**src/rtl/itc_pkg.sv**
```systemverilog
package itc_pkg;

   typedef enum logic [2:0] {
      OP_NOP    = 3'd0,
      OP_SETUP  = 3'd1,
      OP_LOAD   = 3'd2,
      OP_MODIFY = 3'd3,
      OP_START  = 3'd4,
      OP_STOP   = 3'd5,
      OP_SNAP   = 3'd6,
      OP_RSVD   = 3'd7
   } itc_op_e;

endpackage

```
**src/rtl/itc_prescaler.sv**
```systemverilog
module itc_prescaler #(
   parameter int PRE_W   = 16,
   parameter bit ENABLE  = 1'b1
) (
   input  logic             clk,
   input  logic             rst_n,
   input  logic             clr,
   input  logic             run,
   input  logic             tick,
   input  logic [PRE_W-1:0] div,
   output logic             step
);

   localparam logic [PRE_W-1:0] ONE = PRE_W'(1);

   generate
      if (ENABLE) begin : g_div
         logic [PRE_W-1:0] presc_q;
         logic             wrap;

         assign wrap = (presc_q == div - ONE);
         assign step = run & tick & wrap;

         always_ff @(posedge clk or negedge rst_n) begin
            if (!rst_n)           presc_q <= '0;
            else if (clr)         presc_q <= '0;
            else if (run && tick) presc_q <= wrap ? '0 : presc_q + ONE;
         end

         AST_PRESC_BOUND: assert property (@(posedge clk) disable iff (!rst_n)
            run |-> (presc_q < div));
      end else begin : g_bypass
         logic unused_ok;
         assign unused_ok = clr ^ (^div);
         assign step = run & tick;
      end
   endgenerate

endmodule

```
**src/rtl/itc_ctrl.sv**
```systemverilog
module itc_ctrl
   import itc_pkg::*;
#(
   parameter int CNT_W    = 16,
   parameter int PRE_W    = 16,
   parameter int BASE_DIV = 4,
   parameter int NUM_RES  = 5
) (
   input  logic             clk,
   input  logic             rst_n,
   input  logic             cmd_valid,
   input  logic [2:0]       cmd_op,
   input  logic [CNT_W-1:0] cmd_count,
   input  logic             cmd_up,
   input  logic             cmd_rep,
   input  logic [PRE_W-1:0] cmd_res,
   input  logic [CNT_W-1:0] load_q,
   input  logic             at_term,
   input  logic             tc_fire,
   output logic             run_q,
   output logic             up_q,
   output logic             rep_q,
   output logic [PRE_W-1:0] div_q,
   output logic             ld_en,
   output logic             init_up,
   output logic             restart,
   output logic             presc_clr,
   output logic             snap_en,
   output logic             err_q,
   output logic             done_q
);

   localparam logic [CNT_W-1:0] CNT_ONE = CNT_W'(1);

   function automatic logic res_ok(input logic [PRE_W-1:0] r);
      logic [31:0] m;
      logic        hit;
      m   = 32'(BASE_DIV);
      hit = 1'b0;
      for (int k = 0; k < NUM_RES; k++) begin
         if (32'(r) == m) hit = 1'b1;
         m = m * 32'd10;
      end
      return hit;
   endfunction

   function automatic logic cnt_ok(input logic [CNT_W-1:0] c, input logic rep);
      return (c != '0) && !(rep && (c == CNT_ONE));
   endfunction

   itc_op_e op;
   logic    set_cfg, go, halt, bad;

   assign op = itc_op_e'(cmd_op);

   always_comb begin
      set_cfg = 1'b0;
      go      = 1'b0;
      halt    = 1'b0;
      bad     = 1'b0;
      ld_en   = 1'b0;
      restart = 1'b0;
      snap_en = 1'b0;
      if (cmd_valid) begin
         case (op)
            OP_SETUP: begin
               if (!run_q && res_ok(cmd_res) && cnt_ok(cmd_count, cmd_rep)) begin
                  set_cfg = 1'b1;
                  ld_en   = 1'b1;
               end else bad = 1'b1;
            end
            OP_LOAD: begin
               if (!run_q && cnt_ok(cmd_count, rep_q)) ld_en = 1'b1;
               else bad = 1'b1;
            end
            OP_MODIFY: begin
               if (cnt_ok(cmd_count, rep_q)) begin
                  ld_en = 1'b1;
                  go    = 1'b1;
               end else bad = 1'b1;
            end
            OP_START: begin
               if (load_q == '0) bad = 1'b1;
               else if (!run_q) begin
                  go      = 1'b1;
                  restart = at_term;
               end
            end
            OP_STOP:  halt    = 1'b1;
            OP_SNAP:  snap_en = 1'b1;
            OP_RSVD:  bad     = 1'b1;
            default:  ;
         endcase
      end
   end

   assign init_up   = set_cfg ? cmd_up : up_q;
   assign presc_clr = go;

   always_ff @(posedge clk or negedge rst_n) begin
      if (!rst_n) begin
         run_q  <= 1'b0;
         up_q   <= 1'b0;
         rep_q  <= 1'b0;
         div_q  <= PRE_W'(BASE_DIV);
         err_q  <= 1'b0;
         done_q <= 1'b0;
      end else begin
         err_q <= bad;
         if (go)                     run_q <= 1'b1;
         else if (halt)              run_q <= 1'b0;
         else if (tc_fire && !rep_q) run_q <= 1'b0;
         if (go)           done_q <= 1'b0;
         else if (tc_fire) done_q <= 1'b1;
         if (set_cfg) begin
            up_q  <= cmd_up;
            rep_q <= cmd_rep;
            div_q <= cmd_res;
         end
      end
   end

   AST_ONESHOT_HALT: assert property (@(posedge clk) disable iff (!rst_n)
      (tc_fire && !rep_q) |=> !run_q);
   AST_BUSY_LOAD_ERR: assert property (@(posedge clk) disable iff (!rst_n)
      (cmd_valid && cmd_op == OP_LOAD && run_q) |=> err_q);
   AST_ZERO_COUNT_ERR: assert property (@(posedge clk) disable iff (!rst_n)
      (cmd_valid && cmd_op == OP_SETUP && cmd_count == '0) |=> err_q);
   AST_DONE_ON_TC: assert property (@(posedge clk) disable iff (!rst_n)
      tc_fire |=> done_q);

endmodule

```
**src/rtl/itc_counter.sv**
```systemverilog
module itc_counter #(
   parameter int CNT_W = 16
) (
   input  logic             clk,
   input  logic             rst_n,
   input  logic             run,
   input  logic             step,
   input  logic             up,
   input  logic             rep,
   input  logic             ld_en,
   input  logic             init_up,
   input  logic [CNT_W-1:0] ld_val,
   input  logic             restart,
   input  logic             snap_en,
   output logic [CNT_W-1:0] load_q,
   output logic [CNT_W-1:0] hold_q,
   output logic             at_term,
   output logic             tc_fire,
   output logic             tc_q
);

   localparam logic [CNT_W-1:0] ONE = CNT_W'(1);

   logic [CNT_W-1:0] cnt_q, cnt_nxt;
   logic             hit;

   assign cnt_nxt = up ? cnt_q + ONE : cnt_q - ONE;
   assign hit     = up ? (cnt_nxt == load_q) : (cnt_q == ONE);
   assign tc_fire = step & hit & ~ld_en & ~restart;
   assign at_term = up ? (cnt_q == load_q) : (cnt_q == '0);

   always_ff @(posedge clk or negedge rst_n) begin
      if (!rst_n) begin
         cnt_q  <= '0;
         load_q <= '0;
         hold_q <= '0;
         tc_q   <= 1'b0;
      end else begin
         tc_q <= tc_fire;
         if (snap_en) hold_q <= cnt_q;
         if (ld_en) begin
            load_q <= ld_val;
            cnt_q  <= init_up ? '0 : ld_val;
         end else if (restart) begin
            cnt_q  <= up ? '0 : load_q;
         end else if (step) begin
            if (hit && rep) cnt_q <= up ? '0 : load_q;
            else            cnt_q <= cnt_nxt;
         end
      end
   end

   AST_TC_PULSE: assert property (@(posedge clk) disable iff (!rst_n)
      tc_q |=> !tc_q);
   AST_UP_BELOW_LIMIT: assert property (@(posedge clk) disable iff (!rst_n)
      (run && up) |-> (cnt_q < load_q));
   AST_DOWN_NONZERO: assert property (@(posedge clk) disable iff (!rst_n)
      (run && !up) |-> (cnt_q != '0));
   AST_FROZEN_WHEN_STOPPED: assert property (@(posedge clk) disable iff (!rst_n)
      (!run && !ld_en && !restart) |=> $stable(cnt_q));

endmodule

```
**src/rtl/interval_timer_channel.sv**
```systemverilog
module interval_timer_channel
   import itc_pkg::*;
#(
   parameter int CNT_W    = 16,
   parameter int PRE_W    = 16,
   parameter int BASE_DIV = 4,
   parameter int NUM_RES  = 5,
   parameter bit PRESCALE = 1'b1
) (
   input  logic             clk,
   input  logic             rst_n,
   input  logic             tick_i,
   input  logic             cmd_valid_i,
   input  logic [2:0]       cmd_op_i,
   input  logic [CNT_W-1:0] cmd_count_i,
   input  logic             cmd_up_i,
   input  logic             cmd_repeat_i,
   input  logic [PRE_W-1:0] cmd_res_i,
   output logic             running_o,
   output logic             done_o,
   output logic             tc_o,
   output logic             err_o,
   output logic [CNT_W-1:0] count_o
);

   localparam longint MAX_DIV = longint'(BASE_DIV) * (10 ** (NUM_RES - 1));

   initial begin
      AST_CFG_CNT_W: assert (CNT_W >= 2 && CNT_W <= 32) else $fatal(1, "CNT_W out of range");
      AST_CFG_DIV_FITS: assert (MAX_DIV < (longint'(1) << PRE_W)) else $fatal(1, "PRE_W too narrow");
      AST_CFG_BASE: assert (BASE_DIV >= 2) else $fatal(1, "BASE_DIV too small");
   end

   logic             run, up, rep, ld_en, init_up, restart, presc_clr, snap_en;
   logic             step, at_term, tc_fire;
   logic [PRE_W-1:0] div;
   logic [CNT_W-1:0] load_q;

   itc_ctrl #(
      .CNT_W(CNT_W), .PRE_W(PRE_W), .BASE_DIV(BASE_DIV), .NUM_RES(NUM_RES)
   ) u_ctrl (
      .clk(clk), .rst_n(rst_n),
      .cmd_valid(cmd_valid_i), .cmd_op(cmd_op_i), .cmd_count(cmd_count_i),
      .cmd_up(cmd_up_i), .cmd_rep(cmd_repeat_i), .cmd_res(cmd_res_i),
      .load_q(load_q), .at_term(at_term), .tc_fire(tc_fire),
      .run_q(run), .up_q(up), .rep_q(rep), .div_q(div),
      .ld_en(ld_en), .init_up(init_up), .restart(restart),
      .presc_clr(presc_clr), .snap_en(snap_en),
      .err_q(err_o), .done_q(done_o)
   );

   itc_prescaler #(.PRE_W(PRE_W), .ENABLE(PRESCALE)) u_presc (
      .clk(clk), .rst_n(rst_n), .clr(presc_clr), .run(run),
      .tick(tick_i), .div(div), .step(step)
   );

   itc_counter #(.CNT_W(CNT_W)) u_cnt (
      .clk(clk), .rst_n(rst_n), .run(run), .step(step), .up(up), .rep(rep),
      .ld_en(ld_en), .init_up(init_up), .ld_val(cmd_count_i),
      .restart(restart), .snap_en(snap_en),
      .load_q(load_q), .hold_q(count_o), .at_term(at_term),
      .tc_fire(tc_fire), .tc_q(tc_o)
   );

   assign running_o = run;

   AST_REPEAT_KEEPS_RUNNING: assert property (@(posedge clk) disable iff (!rst_n)
      (tc_fire && rep && !(cmd_valid_i && cmd_op_i == OP_STOP)) |=> running_o);

endmodule

```
**config.mk**
```make
export PLATFORM = sky130hd
export DESIGN_NAME = interval_timer_channel
export DESIGN_NICKNAME = d
export VERILOG_FILES = /design/src/rtl/itc_pkg.sv /design/src/rtl/itc_prescaler.sv /design/src/rtl/itc_ctrl.sv /design/src/rtl/itc_counter.sv /design/src/rtl/interval_timer_channel.sv
export SDC_FILE = /design/constraint.sdc
export NUM_CORES = 1
export LEC_CHECK = 0
export CAP_MARGIN = 20
export CORE_MARGIN = 3
export CORE_UTILIZATION = 35
export CTS_CLUSTER_DIAMETER = 100
export DETAILED_ROUTE_END_ITERATION = 8
export DONT_BUFFER_PORTS = 1
export SLEW_MARGIN = 20
export SYNTH_ARGS = -nofsm -noshare
export SYNTH_HDL_FRONTEND = slang
export SYNTH_SLANG_ARGS = --single-unit
```
**constraint.sdc**
```tcl
create_clock -name clk -period 3.6 [get_ports clk]
set_clock_uncertainty 0.05 [all_clocks]
set_input_delay 0.18 -clock clk [delete_from_list [all_inputs] [get_ports clk]]
set_output_delay 0.18 -clock clk [all_outputs]
set_load 0.005 [all_outputs]
```
Yosys cells after proc, flatten, opt, wreduce, memory -nomap -nowiden
Index checks and enable logic that the tools add are counted.
{"block": "totals", "input_bits": 41, "ff_bits": 86, "output_inout_bits": 20}
{"block": "classes", "bitwise_logic": 7, "n_addsub": 4, "eq_ne": 17, "reduce_logical": 21, "mux": 50}
{"op": "2-to-1 mux 16 bit", "n": 10}
{"op": "== test 16 bit", "n": 3}
{"op": "2-to-1 mux 1 bit", "n": 37}
{"op": "adder 16 x 1 -> 16 bit, second input constant", "n": 2}
{"op": "== test 16 x 1 -> 1 bit, second input constant", "n": 2}
{"op": "logical NOT 16 bit", "n": 2}
{"op": "subtractor 16 x 1 -> 16 bit, second input constant", "n": 2}
{"op": "== test 16 x 12 -> 1 bit, second input constant", "n": 1}
{"op": "== test 16 bit, second input constant", "n": 1}
{"op": "== test 16 x 3 -> 1 bit, second input constant", "n": 1}
{"op": "== test 16 x 6 -> 1 bit, second input constant", "n": 1}
{"op": "== test 16 x 9 -> 1 bit, second input constant", "n": 1}
{"op": "nonzero test 16 bit", "n": 1}
{"op": "== test 3 bit, second input constant", "n": 4}
{"op": "logical AND 1 bit", "n": 10}
{"op": "== test 3 x 2 -> 1 bit, second input constant", "n": 2}
{"op": "nonzero test 3 bit", "n": 2}
{"op": "bitwise AND 1 bit", "n": 5}
{"op": "case mux 1 bit (5 select lines)", "n": 1}
{"op": "logical NOT 1 bit", "n": 4}
{"op": "nonzero test 2 bit", "n": 2}
{"op": "== test 3 x 1 -> 1 bit, second input constant", "n": 1}
{"op": "case mux 1 bit (3 select lines)", "n": 1}
{"op": "NOT 1 bit", "n": 2}
{"op": "case mux 1 bit (2 select lines)", "n": 1}

Logic depth before layout (Yosys ltp)
Gate-level depths: netlist (run 1).
{"block": "depth", "word_depth": 20, "mapped_depth": 13}

Hierarchy
From an unflattened synthesis (run 1), not the netlist that was laid out.
{"block": "hier_totals", "hier_cells": 643, "area_unflattened_um2": 6077.1}
{"module": "itc_counter", "instances": 1, "cells_each": 339, "seq_area_each_um2": 1226.2, "area_each_um2": 3369.5}
{"module": "itc_prescaler", "instances": 1, "cells_each": 203, "seq_area_each_um2": 400.4, "area_each_um2": 1564.0}
{"module": "itc_ctrl", "instances": 1, "cells_each": 101, "seq_area_each_um2": 526.8, "area_each_um2": 1143.6}

Worst setup path before layout (run 1)
No wires, ideal clock.
{"block": "synth_path", "path_kind": "register -> register", "startpoint": "reg u_ctrl.div_q[0]", "endpoint": "reg u_cnt.cnt_q[10]", "setup_slack_ns": 0.357, "setup_time_ns": 0.127, "path_stages_with_launch": 13, "arrival_time_ns": 3.066, "path_cell_list": "dfrtp_1 inv_1 ha_1 clkbuf_1 or4b_1 o41ai_2 nand4_1 nor4b_1 nor4b_2 and2_1 nor2_1 o32ai_1 o2bb2a_1"}
{"block": "synth_between", "elab_chain_len": 4}
{"item": "start: declaration", "line": "itc_ctrl.sv:23", "rtl": "output logic [PRE_W-1:0] div_q,"}
{"item": "start signal: assignment", "line": "itc_ctrl.sv:105", "rtl": "div_q <= PRE_W'(BASE_DIV);"}
{"item": "start signal: assignment", "line": "itc_ctrl.sv:118", "rtl": "div_q <= cmd_res;"}
{"item": "subtractor 16 x 1 -> 16 bit", "line": "itc_prescaler.sv:21", "rtl": "assign wrap = (presc_q == div - ONE);"}
{"item": "== test 16 bit", "line": "itc_prescaler.sv:21"}
{"item": "bitwise AND 1 bit", "line": "itc_prescaler.sv:22", "rtl": "assign step = run & tick & wrap;"}
{"item": "nonzero test 3 bit (no line)"}
{"item": "end signal: assignment", "line": "itc_counter.sv:43", "rtl": "cnt_q <= init_up ? '0 : ld_val;"}
{"item": "end signal: assignment", "line": "itc_counter.sv:45", "rtl": "cnt_q <= up ? '0 : load_q;"}
{"item": "end signal: assignment", "line": "itc_counter.sv:47", "rtl": "if (hit && rep) cnt_q <= up ? '0 : load_q;"}
{"item": "end: declaration", "line": "itc_counter.sv:24", "rtl": "logic [CNT_W-1:0] cnt_q, cnt_nxt;"}
No other way between the ends.
A chain may end at the register's enable or synchronous reset.

Worst setup path in the final report (run 1)
{"block": "layout_path", "startpoint": "reg u_cnt.cnt_q[1]", "endpoint": "reg u_cnt.cnt_q[3]"}
{"block": "layout_between", "elab_chain_len": 9, "elab_cells_between_ends": 19, "cone_classes": "add/sub (2); eq/ne (3); mux (11); reduce/logical (3)"}
{"item": "subtractor 16 x 1 -> 16 bit / adder 16 x 1 -> 16 bit (equally long branches)", "line": "itc_counter.sv:27", "rtl": "assign cnt_nxt = up ? cnt_q + ONE : cnt_q - ONE;"}
{"item": "2-to-1 mux 16 bit", "line": "itc_counter.sv:27"}
{"item": "== test 16 bit", "line": "itc_counter.sv:28", "rtl": "assign hit = up ? (cnt_nxt == load_q) : (cnt_q == ONE);"}
{"item": "2-to-1 mux 1 bit", "line": "itc_counter.sv:28"}
{"item": "logical AND 1 bit", "line": "itc_counter.sv:47"}
{"item": "2-to-1 mux 16 bit", "line": "itc_counter.sv:47"}
{"item": "2-to-1 mux 16 bit", "line": "itc_counter.sv:46", "rtl": "end else if (step) begin"}
{"item": "2-to-1 mux 16 bit", "line": "itc_counter.sv:44", "rtl": "end else if (restart) begin"}
{"item": "2-to-1 mux 16 bit", "line": "itc_counter.sv:41", "rtl": "if (ld_en) begin"}
Parallel ways exist; a longest one is shown, timed or not. The select of a mux whose other input is x is not followed.

==> run summary, run 1 <==
Status: complete, no violations
Sequential power share: 0.366
Drt wl/cell: 20.58 microns
Final Instance Count excl. Fillers: 961
Final #Nets: 783
Die Y: 136.9 microns
Power, Total: 3959 uW
Setup TNS Final: 0 ns
Leakage: 0.002950 uW
Relative slew slack: 0.4861
Post-route ant nets: 0
Synth unique cells: 74
Inserted Clock Buffers: 9
Mapped Avg Cell Area: 8.670 sq um
Final routed DRC violation total: 0
Endpoints failing hold: 0
Remaining global-route overflow: 0
Startpoint types: flip-flop
Ys async rst share: 1.000
H-tree depth: 3
Share of cells above drive strength 1: 0.1390
Tmin final: 3.463 ns
Total Routing Usage GR: 0.2139
CTS tree: done
Most common cell after layout, fill and taps aside: nand2_1
Clock Sinks: 86
Global-route wire length before repair: 30670 microns
Cell Area, Synth: 6000 sq um
Number of diodes: 0
Crit-path max cell delay: 0.53 ns
Port bufs: 0
Worst-margin pin slew: 0.7681 ns
Final setup viols: 0
Comb pwr share: 0.411
Setup crit end kind: flip-flop
Final Max Slew Viols: 0
Crit path DAT: 3.66 ns
Sequential Area: 2156 sq um
Share of the synthesized area in the top cell type: 0.3545
Clk pwr share: 0.222
Clock Pin Slew Worst Setup and Hold Paths: 0.07 ns
Ys flop type: dfrtp_1
Power Density: 562.8 nW/um^2
Fmax achieved: 288.8 MHz
Number of synthesized register bits: 86
Synth Instances: 692
Drt pass-1 iters: 7
Worst vdd rail ir drop: 0.0002548 V
Switching part of the total: 0.4148
Final RePlAce weighted congestion: 1.015
CTS Root Cell: clkbuf_16
Max Buffers Root-to-Sink: 2
HPWL after detailed placement: 14630 microns
Footprint of the multi-input gates: 3669 sq um
Max Cap Viol: 0
Slowest-stage cell, CP: or4_1
Die area: 18750 sq um
EDFF count, synth: 0
Final Util: 0.4212
Area grow syn2layout: 17.25%
Vias/cell: 5.893
Critical-path cell list: ha_2 > nand3_1 > o41a_1 > or4_1 > a21oi_1 > nand4b_1 > o31ai_2 > a31oi_1 > buf_4 > a221o_1 > o221a_2
Clk_lat worst skew: 0.35 ns
WS Path Type: flip-flop to flip-flop
Final WS setup: 0.1374 ns
WL final: 19780 microns
Vias in the first global route: 5477
Chip width: 136.9 microns
Initial antenna violation count: 0
Core region area: 16700 sq um
I/O pin count: 61
Initial Utilization: 0.3592
Synth area leaders: dfrtp_1 (35%), nand2_1 (6.8%), xnor2_1 (5.1%)
Most frequent cells in the layout: nand2_1 (108), dfrtp_1 (83), nor2_1 (50), xnor2_1 (35), buf_4 (35)
Placed cells: 914
Worst-path fanout max: 12
Total nets after synthesis: 739
DR iter-0 viols: 512
Switching pwr: 1642 uW
Synth Warn #: 0
Largest net degree at the start of global routing: 87
Period utilization: 0.9618
Filler cells: 1667
DR vias: 5663
Place WS: 0.04475 ns
Critical Path RT: 3.79 ns
Area leader, netlist: dfrtp_1
Floorplan row count: 47
Pint: 2316 uW
Hold WC Path Type: input pin to flip-flop
Seq/Total Area, Yosys: 0.3589
-- layout make-up --
| type | instances | share of cell area |
|---|---|---|
| clock buffer | 12 | 0.03362 |
| clock inverter | 4 | 0.003735 |
| inverter | 19 | 0.01014 |
| multi-input combinational | 554 | 0.5215 |
| sequential | 86 | 0.3065 |
| tap | 220 | 0.03913 |
| timing repair buffer | 66 | 0.08538 |
-- what timing repair did --
item | CTS | global route
endpoints found under the hold margin | 125 | 0
hold buffers | 30 | 0
resized for setup | 0 | 10
endpoints found under the setup margin | 0 | 15
setup buffers | 0 | 1
-- kinds of logic (layout without fill, tap and decap cells) --
family,Yosys count,after routing,share of synthesized area
adders and majority gates,6,6,0.01251
AOI/OAI and AO/OA,142,142,0.1781
DFF,86,86,0.3589
buffers and inverters,52,101,0.03775
and+or+nand+nor,315,315,0.2688
muxes,30,30,0.05485
xor gates and xnor gates,61,61,0.08905
-- metal layers --
metal | vias to the layer above | share of wire | GRT usage
met1 | 2775 | 0.46 | 0.3017
met2 | 220 | 0.45 | 0.3259
met3 | 26 | 0.072 | 0.05147
met4 | 0 | 0.019 | 0.06153
li1 | 2642 | - | -
met5 | - | 0 | 0
-- synthesized netlist by cell type (3+ instances only) --
library cell / instances
nand3_1: 16
nand2_1: 108
nor3_1: 20
ha_1: 6
o21a_1: 3
nor2_1: 50
a31oi_1: 9
a2111oi_0: 4
or2_2: 3
o21ai_0: 28
nor4b_1: 4
a21oi_1: 18
dfrtp_1: 85
and4_1: 4
and3_1: 14
a32oi_1: 4
inv_1: 19
or3_1: 9
mux2i_1: 7
o32ai_1: 4
o2111ai_1: 5
nor2b_1: 10
mux2_2: 23
a221oi_1: 4
a2bb2oi_1: 5
or4_1: 7
a211oi_1: 13
and2_1: 7
buf_2: 7
nor3b_1: 6
o2bb2ai_1: 6
nand2b_1: 8
nand4_1: 17
nand4b_1: 3
o31ai_1: 6
nor4_1: 20
xnor2_1: 35
o22ai_1: 4
a22oi_1: 4
clkbuf_1: 22
xor2_1: 26
buf_6: 3
-- worst paths after layout --
check	from	end	slack, ns	depth (start not counted)
worst max register to register	u_cnt.cnt_q[1]$_DFFE_PN0P_	u_cnt.cnt_q[3]$_DFFE_PN0P_	0.14	11
worst min register to register	u_cnt.hold_q[3]$_DFFE_PN0P_	u_cnt.hold_q[3]$_DFFE_PN0P_	0.47	2
worst max-delay path	u_cnt.cnt_q[1]$_DFFE_PN0P_	u_cnt.cnt_q[3]$_DFFE_PN0P_	0.14	11
worst min-delay path	cmd_count_i[5]	u_cnt.cnt_q[5]$_DFFE_PN0P_	0.006	2
max in group asynchronous	rst_n	u_cnt.cnt_q[12]$_DFFE_PN0P_	2.73	2
min in group asynchronous	rst_n	u_ctrl.div_q[3]$_DFFE_PN0P_	0.29	2
-- metrics by stage --
stage	cell area, sq um	hold WS, ns
after floorplan	6000	-0.1656
after global placement	6407	-0.1625
after detailed placement	6407	-0.1624
after CTS	6988	0.0006326
after global routing	7034	0.01250
final	7034	0.005897
-- sequential cells by signal, summed over array words and instances, names as in the netlist, 16 cells and up --
register,flops
u_cnt.cnt_q,16
u_cnt.hold_q,16
u_cnt.load_q,16
u_ctrl.div_q,16
u_presc.g_div.presc_q,16
-- power by group through the flow --
stage	Sequential (uW)	Clock, uW	Combinational [uW]
6_report	1450	880	1630
5_1_grt	1470	946	1770
4_1_cts	1440	900	1580
3_5_place_dp	1460	0	1520
3_3_place_gp	1460	0	1510
2_1_floorplan	1310	0	1130
-- worst max-delay path: cells and delay by family (launching register included) --
kind | cells | cell delay, ns
buffers and inverters | 1 | 0.21
AO/OA/AOI/OAI | 6 | 1.55
AND/OR/NAND/NOR | 3 | 0.85
adder cells (fa/ha/maj) | 1 | 0.24
flip-flops | 1 | 0.45
No activity file was read; power rests on OpenSTA's default activity.
==> inputs of run 2 (changes only) <==
--- a/config.mk
+++ b/config.mk
@@ -11,6 +11,8 @@
 export CTS_CLUSTER_DIAMETER = 100
 export DETAILED_ROUTE_END_ITERATION = 8
 export DONT_BUFFER_PORTS = 1
+export GPL_TIMING_DRIVEN = 0
+export RECOVER_POWER = 50
 export SLEW_MARGIN = 20
 export SYNTH_ARGS = -nofsm -noshare
 export SYNTH_HDL_FRONTEND = slang
==> run 2 against run 1 <==
The run now ends with capacitance limit, slew limit left. Largest power group unchanged. Worst setup slack worse by 0.058 ns. Routed wire length is 2.2% lower. Worst hold slack improved by 0.0052 ns. Register-to-register slack got worse by 0.06 ns. Maximum frequency is 1.6% lower. Highest routed layer unchanged. Global-route usage shrank 0.67 points. Non-clock buffer count is 1 higher. Utilization grew 0.55 points. Clock-buffer cell count fell by 3. Final area grew 1.3%. Die area unchanged. Combinational power barely moved.
==> run summary, run 2 (synthesis results as in run 1) <==
Clk_lat worst skew: 0.35 ns (about the same)
Hold WC Path Type: input pin to flip-flop (unchanged)
Post-route ant nets: 0 (unchanged)
Fmax achieved: 284.1 MHz (was 288.8 MHz)
Power Density: 558.4 nW/um^2 (was 562.8 nW/um^2)
Vias in the first global route: 5348 (was 5477)
Clock Pin Slew Worst Setup and Hold Paths: 0.06 ns (was 0.07 ns)
Worst-margin pin slew: 2.176 ns (was 0.7681 ns)
Worst flop-to-flop path endpoint: u_cnt.cnt_q[11]$_DFFE_PN0P_ (was u_cnt.cnt_q[3]$_DFFE_PN0P_)
CP delay by family, top: buffers and inverters (was compound AO/OA/AOI/OAI gates)
Floorplan row count: 47 (unchanged)
Die Y: 136.9 microns (unchanged)
H-tree depth: 3 (unchanged)
Place WS: -0.7204 ns (was 0.04475 ns)
Worst R2R Path Depth: 12 (was 11)
Slowest-stage cell, CP: dfrtp_1 (was or4_1)
Tmin final: 3.520 ns (was 3.463 ns)
Max Buffers Root-to-Sink: 2 (unchanged)
Most frequent cells in the layout: nand2_1 (107), dfrtp_1 (82), nor2_1 (49), xnor2_1 (35), dlygate4sd3_1 (30) (was nand2_1 (108), dfrtp_1 (83), nor2_1 (50), xnor2_1 (35), buf_4 (35))
Endpoints failing hold: 0 (unchanged)
Critical-path cell list: clkbuf_2 > clkbuf_1 > nand2_1 > nor4_1 > and3_1 > nand4b_1 > buf_4 > o31ai_4 > a31oi_4 > buf_6 > a221oi_1 > a211oi_2 (was ha_2 > nand3_1 > o41a_1 > or4_1 > a21oi_1 > nand4b_1 > o31ai_2 > a31oi_1 > buf_4 > a221o_1 > o221a_2)
Chip width: 136.9 microns (unchanged)
Clock Sinks: 86 (unchanged)
Final #Nets: 784 (was 783)
Share of cells above drive strength 1: 0.1429 (was 0.1390)
Area grow syn2layout: 18.79% (was 17.25%)
Relative slew slack: -0.4507 (was 0.4861)
Worst Path Buf+Inv: 4 (was 1)
FF-to-FF Start: u_ctrl.up_q$_DFF_PN0_ (was u_cnt.cnt_q[1]$_DFFE_PN0P_)
DR vias: 5611 (was 5663)
Worst vdd rail ir drop: 0.0002818 V (was 0.0002548 V)
Final WS setup: 0.07981 ns (was 0.1374 ns)
Worst-path fanout max: 10 (was 12)
Critical Path RT: 3.76 ns (was 3.79 ns)
I/O pin count: 61 (unchanged)
Total Routing Usage GR: 0.2071 (was 0.2139)
Drt wl/cell: 20.10 microns (was 20.58 microns)
Initial antenna violation count: 0 (unchanged)
Port bufs: 0 (unchanged)
Remaining global-route overflow: 0 (unchanged)
HPWL after detailed placement: 14210 microns (was 14630 microns)
Unrepaired setup endpoints after global routing: yes
Status: finished with violations (was complete, no violations)
Final Instance Count excl. Fillers: 962 (was 961)
Vias/cell: 5.833 (was 5.893)
Core region area: 16700 sq um (unchanged)
Global-route wire length before repair: 29780 microns (was 30670 microns)
CTS Root Cell: clkbuf_16 (unchanged)
Final RePlAce weighted congestion: 0.9945 (was 1.015)
Initial Utilization: 0.3592 (unchanged)
WS Path Type: flip-flop to flip-flop (unchanged)
Hold Path End: u_cnt.cnt_q[2]$_DFFE_PN0P_ (was u_cnt.cnt_q[5]$_DFFE_PN0P_)
Inserted Clock Buffers: 9 (unchanged)
Largest net degree at the start of global routing: 87 (unchanged)
Setup crit end kind: flip-flop (unchanged)
Crit path DAT: 3.68 ns (was 3.66 ns)
Hold Crit Depth: 4 (was 2)
Leakage: 0.002923 uW (was 0.002950 uW)
Most common cell after layout, fill and taps aside: nand2_1 (unchanged)
Crit-path max cell delay: 0.58 ns (was 0.53 ns)
DR iter-0 viols: 453 (was 512)
Failing checks: capacitance limit, slew limit
Startpoint of the worst hold path: cmd_count_i[2] (was cmd_count_i[5])
Setup TNS Final: 0 ns (unchanged)
Final setup viols: 0 (unchanged)
Drt pass-1 iters: 5 (was 7)
CTS tree: done (unchanged)
Period utilization: 0.9778 (was 0.9618)
Startpoint types: flip-flop (unchanged)
Die area: 18750 sq um (unchanged)
Final routed DRC violation total: 0 (unchanged)
Flop-to-flop setup slack: 0.08 ns (was 0.14 ns)
WL final: 19340 microns (was 19780 microns)
Placed cells: 912 (was 914)
Max Cap Viol: 1 (was 0)
Number of diodes: 0 (unchanged)
Final Max Slew Viols: 87 (was 0)
-- run 2: cell count changes in the layout (fill, tap and decap cells not counted), moves of 2 or more --
cell	previous run	this run
a211oi_1	13	11
o31ai_4	0	2
buf_4	35	4
buf_6	0	3
a2111oi_2	0	2
nor4_1	19	16
nor3_1	20	18
clkbuf_2	0	4
clkbuf_1	3	17
nor4_2	1	4
a211oi_2	1	3
a2111oi_0	4	2
buf_2	0	8
-- run 2: power breakdown --
| group | switching [uW] | leakage, uW | internal (uW) | total [uW] |
|---|---|---|---|---|
| Combinational | 994 | 0.00166 | 662 | 1660 |
| Sequential | 227 | 0.00112 | 1160 | 1380 |
| Clock | 403 | 0.000142 | 539 | 942 |
-- run 2: worst max-delay path by stage --
stage | cells after the start | startpoint | endpoint | slack [ns]
2_1_floorplan | 12 | u_ctrl.div_q[0]$_DFFE_PN0P_ | u_cnt.cnt_q[10]$_DFFE_PN0P_ | 0.36
3_3_place_gp | 9 | u_cnt.cnt_q[5]$_DFFE_PN0P_ | u_cnt.cnt_q[15]$_DFFE_PN0P_ | -0.89
3_5_place_dp | 9 | u_ctrl.up_q$_DFF_PN0_ | u_cnt.cnt_q[15]$_DFFE_PN0P_ | -0.72
4_1_cts | 12 | u_ctrl.div_q[0]$_DFFE_PN0P_ | u_cnt.cnt_q[11]$_DFFE_PN0P_ | 0.02
5_1_grt | 11 | u_ctrl.div_q[2]$_DFFE_PN1P_ | u_cnt.cnt_q[1]$_DFFE_PN0P_ | -0.04
6_report | 12 | u_ctrl.up_q$_DFF_PN0_ | u_cnt.cnt_q[11]$_DFFE_PN0P_ | 0.08
-- run 2: area by class of cell --
cell class,count,area (sq um)
Fill cell,1710,9574
Multi-Input combinational cell,554,3834
Sequential cell,86,2157
Timing Repair Buffer,35,335.3
Tap cell,220,275.3
Clock buffer,9,225.2
Buffer,32,156.4
Clock inverter,7,72.57
Inverter,19,71.32
-- run 2: per-stage QoR --
step	utilization	area (sq um)	power [uW]	hold slack [ns]
floorplan	-	6000	2437	-0.1656
global placement	0.3757	6275	2862	-0.1628
detailed placement	0.3757	6275	2851	-0.1628
CTS	0.4185	6989	3898	0.001386
global route	0.4267	7127	4235	0.04868
finish	0.4267	7127	3980	0.01106
-- run 2: worst register-to-register path: cells and delay by family (launching register included) --
family / cells / cell delay, ns
compound gates: 4 / 0.74
simple gates: 4 / 0.80
flops: 1 / 0.58
buf+inv: 4 / 1.22
-- run 2: layer usage --
| metal | track usage | wire, microns | vias up |
|---|---|---|---|
| li1 | - | - | 2647 |
| met1 | 0.2941 | 8842 | 2704 |
| met2 | 0.3120 | 8363 | 223 |
| met3 | 0.05331 | 1714 | 37 |
| met4 | 0.05765 | 420 | 0 |
| met5 | 0 | 0 | - |
-- run 2: repair_timing --
item                                    CTS  global route
pin swaps                                 2             4
resized for setup                        20            30
setup buffers                             2             2
endpoints found under the setup margin   28            26
hold buffers                             30             1
hold endpoints to repair                124             1
